File: config.mk
export PLATFORM = sky130hd
export DESIGN_NAME = conv_start_seq
export DESIGN_NICKNAME = d
export VERILOG_FILES = /design/src/rtl/conv_start_pkg.sv /design/src/rtl/cs_edge_detect.sv /design/src/rtl/cs_settle_timer.sv /design/src/rtl/cs_seq_fsm.sv /design/src/rtl/conv_start_seq.sv
export SDC_FILE = /design/constraint.sdc
export NUM_CORES = 1
export LEC_CHECK = 0
export BUFFER_PORTS_ARGS = -buffer_cell sky130_fd_sc_hd__buf_2
export CORE_MARGIN = 4
export CORE_UTILIZATION = 38
export DETAILED_ROUTE_END_ITERATION = 12
export SLEW_MARGIN = 20
export SYNTH_ARGS = -nofsm -noshare
export SYNTH_HDL_FRONTEND = slang
export SYNTH_HIERARCHICAL = 1
export SYNTH_SLANG_ARGS = --single-unit
File: constraint.sdc
create_clock -name clk_i -period 4.4 [get_ports clk_i]
set_input_delay 0.22 -clock clk_i [delete_from_list [all_inputs] [get_ports clk_i]]
set_output_delay 0.22 -clock clk_i [all_outputs]
set_load 0.005 [all_outputs]
File: src/rtl/conv_start_pkg.sv
package conv_start_pkg;

    // default widths
    localparam int DEF_CNT_W = 8;
    localparam int DEF_CH_W  = 3;

    typedef enum logic [1:0] {
        SEQ_IDLE = 2'd0,
        SEQ_WAIT = 2'd1,
        SEQ_CONV = 2'd2
    } seq_state_e;

    // next-state decision bundle
    typedef struct packed {
        seq_state_e state;
        logic       start;
    } seq_step_t;

    function automatic logic state_busy(input seq_state_e s);
        return s != SEQ_IDLE;
    endfunction

    function automatic logic state_hold(input seq_state_e s);
        return s == SEQ_CONV;
    endfunction

endpackage

File: src/rtl/cs_edge_detect.sv
module cs_edge_detect (
    input  logic clk_i,
    input  logic rst_i,
    input  logic level_i,
    output logic rise_o
);
    logic level_q;

    // reset high so a level already high after reset is not an edge
    always_ff @(posedge clk_i) begin
        if (rst_i) level_q <= 1'b1;
        else       level_q <= level_i;
    end

    assign rise_o = level_i & ~level_q;

    assert_rise_from_low_R2: assert property (@(posedge clk_i) disable iff (rst_i)
        rise_o |=> level_q);

endmodule

File: src/rtl/cs_settle_timer.sv
module cs_settle_timer #(
    parameter int CNT_W = 8,
    parameter int CH_W  = 3
) (
    input  logic             clk_i,
    input  logic             rst_i,
    input  logic [CH_W-1:0]  chan_i,
    input  logic [CNT_W-1:0] len_i,
    output logic             active_o
);
    localparam logic [CNT_W-1:0] CNT_ZERO = '0;
    localparam logic [CNT_W-1:0] CNT_ONE  = CNT_W'(1);

    logic [CH_W-1:0]  chan_q;
    logic [CNT_W-1:0] cnt_q;
    logic             chg;

    assign chg = chan_i != chan_q;

    always_ff @(posedge clk_i) begin
        if (rst_i) begin
            chan_q <= '0;
            cnt_q  <= CNT_ZERO;
        end else begin
            chan_q <= chan_i;
            if (chg)                 cnt_q <= len_i;
            else if (cnt_q != CNT_ZERO) cnt_q <= cnt_q - CNT_ONE;
        end
    end

    assign active_o = cnt_q != CNT_ZERO;

    assert_count_down_R3: assert property (@(posedge clk_i) disable iff (rst_i)
        (!chg && cnt_q != CNT_ZERO) |=> cnt_q == $past(cnt_q) - CNT_ONE);

    assert_idle_stays_R3: assert property (@(posedge clk_i) disable iff (rst_i)
        (!chg && !active_o) |=> !active_o);

endmodule

File: src/rtl/cs_seq_fsm.sv
module cs_seq_fsm
    import conv_start_pkg::*;
(
    input  logic clk_i,
    input  logic rst_i,
    input  logic rise_i,
    input  logic settle_active_i,
    input  logic done_i,
    output logic hold_o,
    output logic start_o,
    output logic busy_o
);
    seq_state_e state_q;
    logic       start_q;
    seq_step_t  nxt;

    always_comb begin
        nxt.state = state_q;
        nxt.start = 1'b0;
        unique case (state_q)
            SEQ_IDLE: begin
                if (rise_i) begin
                    if (settle_active_i) begin
                        nxt.state = SEQ_WAIT;
                    end else begin
                        nxt.state = SEQ_CONV;
                        nxt.start = 1'b1;
                    end
                end
            end
            SEQ_WAIT: begin
                if (!settle_active_i) begin
                    nxt.state = SEQ_CONV;
                    nxt.start = 1'b1;
                end
            end
            SEQ_CONV: begin
                if (done_i) nxt.state = SEQ_IDLE;
            end
            default: nxt.state = SEQ_IDLE;
        endcase
    end

    always_ff @(posedge clk_i) begin
        if (rst_i) begin
            state_q <= SEQ_IDLE;
            start_q <= 1'b0;
        end else begin
            state_q <= nxt.state;
            start_q <= nxt.start;
        end
    end

    assign hold_o  = state_hold(state_q);
    assign busy_o  = state_busy(state_q);
    assign start_o = start_q;

    assert_single_strobe_R7: assert property (@(posedge clk_i) disable iff (rst_i)
        start_o |=> !start_o);

    assert_hold_with_start_R4: assert property (@(posedge clk_i) disable iff (rst_i)
        $rose(hold_o) |-> start_o);

    assert_no_start_settling_R5: assert property (@(posedge clk_i) disable iff (rst_i)
        start_o |-> !$past(settle_active_i));

    assert_release_on_done_R9: assert property (@(posedge clk_i) disable iff (rst_i)
        $fell(hold_o) |-> $past(done_i));

    assert_busy_ignores_edge_R8: assert property (@(posedge clk_i) disable iff (rst_i)
        (hold_o && !done_i) |=> (hold_o && !start_o));

    assert_idle_done_R10: assert property (@(posedge clk_i) disable iff (rst_i)
        (!busy_o && !rise_i) |=> !busy_o);

endmodule

File: src/rtl/conv_start_seq.sv
module conv_start_seq
    import conv_start_pkg::*;
#(
    parameter int CNT_W = DEF_CNT_W,
    parameter int CH_W  = DEF_CH_W
) (
    input  logic             clk_i,
    input  logic             rst_i,
    input  logic             conv_start_i,
    input  logic [CH_W-1:0]  chan_sel_i,
    input  logic [CNT_W-1:0] settle_len_i,
    input  logic             conv_done_i,
    output logic             hold_o,
    output logic             start_o,
    output logic             busy_o
);
    logic rise;
    logic settle_active;

    cs_edge_detect u_edge (
        .clk_i   (clk_i),
        .rst_i   (rst_i),
        .level_i (conv_start_i),
        .rise_o  (rise)
    );

    cs_settle_timer #(
        .CNT_W (CNT_W),
        .CH_W  (CH_W)
    ) u_timer (
        .clk_i    (clk_i),
        .rst_i    (rst_i),
        .chan_i   (chan_sel_i),
        .len_i    (settle_len_i),
        .active_o (settle_active)
    );

    cs_seq_fsm u_fsm (
        .clk_i           (clk_i),
        .rst_i           (rst_i),
        .rise_i          (rise),
        .settle_active_i (settle_active),
        .done_i          (conv_done_i),
        .hold_o          (hold_o),
        .start_o         (start_o),
        .busy_o          (busy_o)
    );

    assert_reset_idle_R1: assert property (@(posedge clk_i)
        $past(rst_i) |-> (!hold_o && !start_o && !busy_o));

endmodule

==> reports/qor.yml, run 1 <==
cts:
  numCtsBuffers: 3
  cts_tree: "yes"
  cts_buffer_depth: 2
  cts_setup_buffers: 0
  clkTransAtPathRegs_ns: 0.08
  clockRootBuffer: "clkbuf_4"
  ctsHoldBuffers: 0
  clk_latency_ns: 0.28
  ctsResizeCount: 0
  clkSinkCount: 15
  cts_max_level: 1
logic_synthesis:
  netlist_area_um2: 729
  synth.distinct_cells: 31
  synth-edff-count: 0
  synth_async_sr_flop_share_pct: 0
  yosys-top-cells-area: "dfxtp_1 41%, xnor2_1 7.2%, nand3b_1 5.1%"
  synth_top_area_cell: "dfxtp_1"
  synth_area_per_cell_um2: 9.35
  synth_warnings: 6
  synth_nets: 95
  ys.flop_type: "dfxtp_1"
  syn_inst: 78
  ys_ff_latch: 15
  synth-seq-area-share_pct: 41.2
  synth_top_cell_area_share_pct: 41.2
timing:
  skew_ns: 0.00186
  fin_crit_ns: 2.04
  setup_tns_ns: 0
  worst_pin_slew_ns: 0.519
  period_share_pct: 46.3
  finalSetupViolCount: 0
  finalHoldViolCount: 0
  rsz0062_at_grt: "false"
  maxSlewHeadroom_pct: 65.3
  clock.fmax_mhz: 491
  holdWs_ns: 0.125
  drv_slew: 0
pwr:
  ir_drop_uv: 217
  power_density_nw_per_um2: 336
  p_leak_nw: 0.351
cells_and_area:
  multi_input_area_um2: 399
  antenna_cells: 0
  layout-drive-gt1-share_pct: 26.0
  syn_to_final_growth_pct: 17.0
  fillers: 192
  seqCellArea_um2: 300
  nets: 114
place:
  place_congestion: 0.723
  hpwl_um: 995
  portBuffers: 17
detailed_routing:
  via_per_inst: 4.80
  drc_errors: 0
  antenna_left: 0
  finalWirelength_um: 1370
  wire_per_inst_um: 11.3
  vias: 581
  dr.pass1.iters: 4
  drtIter0Drc: 7
worst_setup_path:
  worst-path-max-fanout: 9
  arrival_ns: 2.26
  reg2reg_depth: 4
  cp-end-kind: "register"
  start_kind: "register"
  worstPathRequired_ns: 4.62
  reg2reg_from: "u_timer/cnt_q[3]"
  reg2reg_to: "u_fsm/state_q[1]"
  rrSetupSlack_ns: 2.36
  crit_type: "reg -> reg"
outcome:
  status: "complete, no violations"
floorplanning:
  die_y_um: 51.8
  placementRows: 15
  dieArea_um2: 2680
  start_util_pct: 41.3
  ios: 18
  fp.dieW_um: 51.8
  coreArea_um2: 1760
global_route:
  grt_max_degree: 18
  grt_pass1_vias: 592
  grt_pass1_wl_um: 2390
  grt-ovfl-total: 0
  track_usage_pct: 12.6
  grt_antenna_before_repair: 0
job:
  maxCapViolCount: 0
min_path:
  worstHoldStart: "conv_start_i"
  min_to: "u_edge/level_q"
  hold_class: "in -> reg"
  holdPathStages: 2
## critical path, stage by stage (launching register included)
cell     delay, ns
dfxtp_1       0.36
or4_4         0.57
or3_1         0.51
or3_1         0.41
a21oi_2       0.14
## how the worst max path moves through the flow
stage / start / depth (start not counted) / slack [ns] / endpoint
global placement: u_timer/cnt_q[3] / 4 / 2.42 / u_fsm/state_q[1]
floorplan: u_timer/cnt_q[3] / 5 / 2.50 / u_fsm/state_q[1]
CTS: u_timer/cnt_q[3] / 4 / 2.36 / u_fsm/state_q[1]
global route: u_timer/cnt_q[3] / 4 / 2.28 / u_fsm/state_q[1]
finish: u_timer/cnt_q[3] / 4 / 2.36 / u_fsm/state_q[1]
detailed placement: u_timer/cnt_q[3] / 4 / 2.37 / u_fsm/state_q[1]
## kinds of logic (layout without fill, tap and decap cells)
group | count (synthesis) | in the layout | share of synthesized area [%]
compound gates | 12 | 12 | 11.2
xor+xnor | 8 | 8 | 9.61
simple gates | 35 | 35 | 30.5
buf+inv | 6 | 24 | 4.12
fa+ha+maj | 2 | 2 | 3.43
flops | 15 | 15 | 41.2
## power breakdown
part,internal (mW),switching [mW]
Combinational,0.0295,0.0281
Clock,0.0352,0.0416
Sequential,0.145,0.00734
## registers in the layout (all words and copies together), names as in the netlist
name and cells:
u_timer/cnt_q 8, u_timer/chan_q 3, u_fsm/state_q 2, u_edge/level_q 1, u_fsm/start_o 1
## area by class of cell
| class | instances | share of cell area, % |
|---|---|---|
| sequential | 15 | 35.2 |
| inverter | 3 | 1.32 |
| timing repair buffer | 17 | 9.97 |
| tap | 25 | 3.67 |
| multi-input combinational | 57 | 46.8 |
| clock buffer | 4 | 3.08 |
## cell usage in the layout, fill, tap and decap left out
cell type,synthesis,layout
nor3_1,3,3
nor4_1,2,2
nand3b_1,5,5
xor2_1,2,2
nor3b_1,2,2
clkbuf_1,2,1
nor4b_1,2,2
clkbuf_4,0,3
buf_2,0,17
a31oi_1,1,1
nor2_1,2,2
nor2b_1,4,4
nand2b_1,2,2
nand2_1,4,4
a221oi_1,1,1
or3b_1,1,1
inv_1,3,3
or2_2,1,1
a211o_1,1,1
xnor2_1,6,6
a21oi_1,3,3
o31ai_1,1,1
nand3_1,1,1
or2_1,1,1
dfxtp_1,15,15
a21oi_2,2,2
and2b_2,1,1
or4_4,1,1
or3_1,3,3
ha_1,2,2
o21a_1,1,1
o21ai_0,2,2
## routing by layer
layer,vias up,track usage (%),wire length [µm]
met4,0,6.55,24
met3,2,6.59,102
met2,16,21.0,634
li1,307,-,-
met1,256,12.7,604
met5,-,0,0
## synth_stat cells (2+ instances only)
library cell and instances:
xor2_1 2, clkbuf_1 2, nor2b_1 4, nor4_1 2
inv_1 3, nor4b_1 2, nor3_1 3, nand2_1 4
o21ai_0 2, or3_1 3, nor3b_1 2, ha_1 2
a21oi_1 3, xnor2_1 6, nor2_1 2, nand2b_1 2
a21oi_2 2, nand3b_1 5, dfxtp_1 15
## through the flow
step | utilization (%) | worst slack [ns] | power [mW] | instances | area (µm²)
after CTS | 48.4 | 2.36 | 0.292 | 121 | 853
after detailed placement | 46.9 | 2.37 | 0.214 | 117 | 827
after global routing | 48.4 | 2.28 | 0.309 | 121 | 853
after floorplan | - | 2.50 | 0.199 | 78 | 729
after global placement | 46.9 | 2.42 | 0.213 | 117 | 827
final | 48.4 | 2.36 | 0.287 | 121 | 853
Power figures use the tool's default switching activity.
==> run 2: changes to the inputs <==
==> constraint.sdc (replaced) <==
create_clock -name clk_i -period 2.1 [get_ports clk_i]
set_input_delay 0.105 -clock clk_i [delete_from_list [all_inputs] [get_ports clk_i]]
set_output_delay 0.105 -clock clk_i [all_outputs]
set_load 0.005 [all_outputs]
==> run 2 against run 1 <==
Clock-buffer cell count shrank 1. Critical endpoint unchanged. Non-clock buffer count grew 2. Die area is the same. Highest routed layer unchanged. First-iteration DRC count shrank 29%. Sequential share of layout area shrank 0.86 points. Total power grew 120%. Final cell count grew 1.7%.
==> reports/qor.yml, run 2 (synthesis gave the netlist of run 1 again) <==
outcome:
  status: "complete, no violations"  # unchanged
global_route:
  grt_max_degree: 18  # unchanged
  grt_pass1_wl_um: 2330  # was 2390 µm
  grt_antenna_before_repair: 0  # unchanged
  track_usage_pct: 12.1  # was 12.6%
  grt_pass1_vias: 573  # was 592
  grt-ovfl-total: 0  # unchanged
cells_and_area:
  regMostFlops: "u_timer/cnt_q"  # unchanged
  fillers: 178  # was 192
  layout-drive-gt1-share_pct: 27.6  # was 26.0%
  syn_to_final_growth_pct: 19.9  # was 17.0%
  reg_top3: "u_timer/cnt_q: 8 flops, u_timer/chan_q: 3 flops, u_fsm/state_q: 2 flops"  # unchanged
  final_common_cell: "buf_2"  # unchanged
  multi_input_area_um2: 399  # unchanged
  seqCellArea_um2: 300  # unchanged
  largest_register_ff_count: 8  # unchanged
  nets: 116  # was 114
  stdcell_count: 123  # was 121
  antenna_cells: 0  # unchanged
  final_cell_mix: "17 x buf_2, 15 x dfxtp_1, 6 x xnor2_1"  # unchanged
floorplanning:
  ios: 18  # unchanged
  coreArea_um2: 1760  # unchanged
  die_y_um: 51.8  # unchanged
  start_util_pct: 41.3  # unchanged
  dieArea_um2: 2680  # unchanged
  fp.dieW_um: 51.8  # unchanged
  placementRows: 15  # unchanged
cts:
  clkTransAtPathRegs_ns: 0.10  # was 0.08 ns
  cts_max_level: 1  # unchanged
  numCtsBuffers: 3  # unchanged
  cts_tree: "yes"  # unchanged
  cts_buffer_depth: 2  # unchanged
  clkSinkCount: 15  # unchanged
  clockRootBuffer: "clkbuf_4"  # unchanged
  clk_latency_ns: 0.30  # was 0.28 ns
detailed_routing:
  antenna_left: 0  # unchanged
  vias: 592  # was 581
  finalWirelength_um: 1380  # was 1370 µm
  dr.pass1.iters: 4  # unchanged
  drc_errors: 0  # unchanged
  wire_per_inst_um: 11.2  # was 11.3 µm
  drtIter0Drc: 5  # was 7
  via_per_inst: 4.81  # was 4.80
min_path:
  hold_class: "in -> reg"  # unchanged
worst_setup_path:
  arrival_ns: 2.25  # was 2.26 ns
  worstPathRequired_ns: 2.33  # was 4.62 ns
  cp-end-kind: "register"  # unchanged
  start_kind: "register"  # unchanged
  crit_type: "reg -> reg"  # unchanged
  worst-path-max-fanout: 9  # unchanged
pwr:
  ir_drop_uv: 458  # was 217 µV
  power_density_nw_per_um2: 706  # was 336 nW/µm²
  switching_share_pct: 28.5  # was 26.8%
  p_sw_mw: 0.176  # was 0.0770 mW
  total_power_mw: 0.617  # was 0.287 mW
  p_leak_nw: 0.359  # was 0.351 nW
  p_int_mw: 0.442  # was 0.210 mW
  combPwrFrac_pct: 20.3  # was 20.1%
  p_seq_share_pct: 51.8  # was 53.1%
  clkPwrFrac_pct: 28.0  # was 26.8%
timing:
  period_share_pct: 96.4  # was 46.3%
  fin_crit_ns: 2.02  # was 2.04 ns
  worst_slack_ns: 0.0760  # was 2.36 ns
  rsz0062_at_grt: "false"  # unchanged
  finalSetupViolCount: 0  # unchanged
  setup_tns_ns: 0  # unchanged
  skew_ns: 0.0138  # was 0.00186 ns
  clock.fmax_mhz: 494  # was 491 MHz
  maxSlewHeadroom_pct: 78.4  # was 65.3%
  worst_pin_slew_ns: 0.323  # was 0.519 ns
  finalHoldViolCount: 0  # unchanged
  holdWs_ns: 0.0357  # was 0.125 ns
  drv_slew: 0  # unchanged
place:
  dp_cells: 118  # was 117
  portBuffers: 17  # unchanged
  dp_worst_setup_slack_ns: 0.112  # was 2.37 ns
  place_congestion: 0.791  # was 0.723
  hpwl_um: 1040  # was 995 µm
job:
  maxCapViolCount: 0  # unchanged
-- run 2: changes by cell type in the layout (fill, tap and decap cells not counted) --
cell           previous run  this run
clkinvlp_4                0         1
buf_4                     0         1
dlygate4sd3_1             0         1
clkbuf_1                  1         0
-- run 2: path summary, 6_finish.rpt --
| kind | startpoint | endpoint | slack [ns] | depth (start not counted) |
|---|---|---|---|---|
| worst max register to register | u_timer/cnt_q[3] | u_fsm/state_q[1] | 0.08 | 4 |
| worst min-delay path | settle_len_i[0] | u_timer/cnt_q[0] | 0.04 | 3 |
| worst max-delay path | u_timer/cnt_q[3] | u_fsm/state_q[1] | 0.08 | 4 |
| worst min register to register | u_fsm/state_q[1] | u_fsm/state_q[0] | 0.49 | 1 |
-- run 2: timing repair --
item,in CTS,in global routing
setup endpoints to repair,0,0
setup buffers,0,0
hold buffers,1,0
resized for setup,0,0
hold endpoints to repair,1,0
-- run 2: area by class of cell --
class                      count  area share [%]
multi-input combinational     57            45.6
sequential                    15            34.3
timing repair buffer          19            11.7
tap                           25            3.58
clock buffer                   3            2.58
inverter                       3            1.29
clock inverter                 1           0.858
-- run 2: power groups by stage --
| stage | combinational (mW) | sequential, mW | clock, mW |
|---|---|---|---|
| floorplan | 0.0951 | 0.323 | 0 |
| global placement | 0.124 | 0.326 | 0 |
| detailed placement | 0.124 | 0.326 | 0 |
| CTS | 0.126 | 0.319 | 0.180 |
| global route | 0.143 | 0.323 | 0.199 |
| finish | 0.125 | 0.320 | 0.173 |
-- run 2: metal layers --
| metal | global-route usage (%) | wire length, µm | share of wire [%] | up-vias |
|---|---|---|---|---|
| li1 | - | - | - | 312 |
| met5 | 0 | 0 | 0 | - |
| met4 | 3.93 | 11 | 0.80 | 0 |
| met3 | 6.02 | 96 | 7.0 | 2 |
| met1 | 13.0 | 613 | 44 | 260 |
| met2 | 20.6 | 657 | 48 | 18 |
-- run 2: per-stage QoR --
stage | util [%] | instance area, µm²
after floorplan | - | 729
after global placement | 47.3 | 835
after detailed placement | 47.3 | 835
after CTS | 49.6 | 875
after global routing | 49.6 | 875
final | 49.6 | 875
-- run 2: worst max-delay path, cell delays in order (launching register included) --
cell and delay, ns:
dfxtp_1 0.35, or4_4 0.56, or3_1 0.50, or3_1 0.41
a21oi_2 0.13
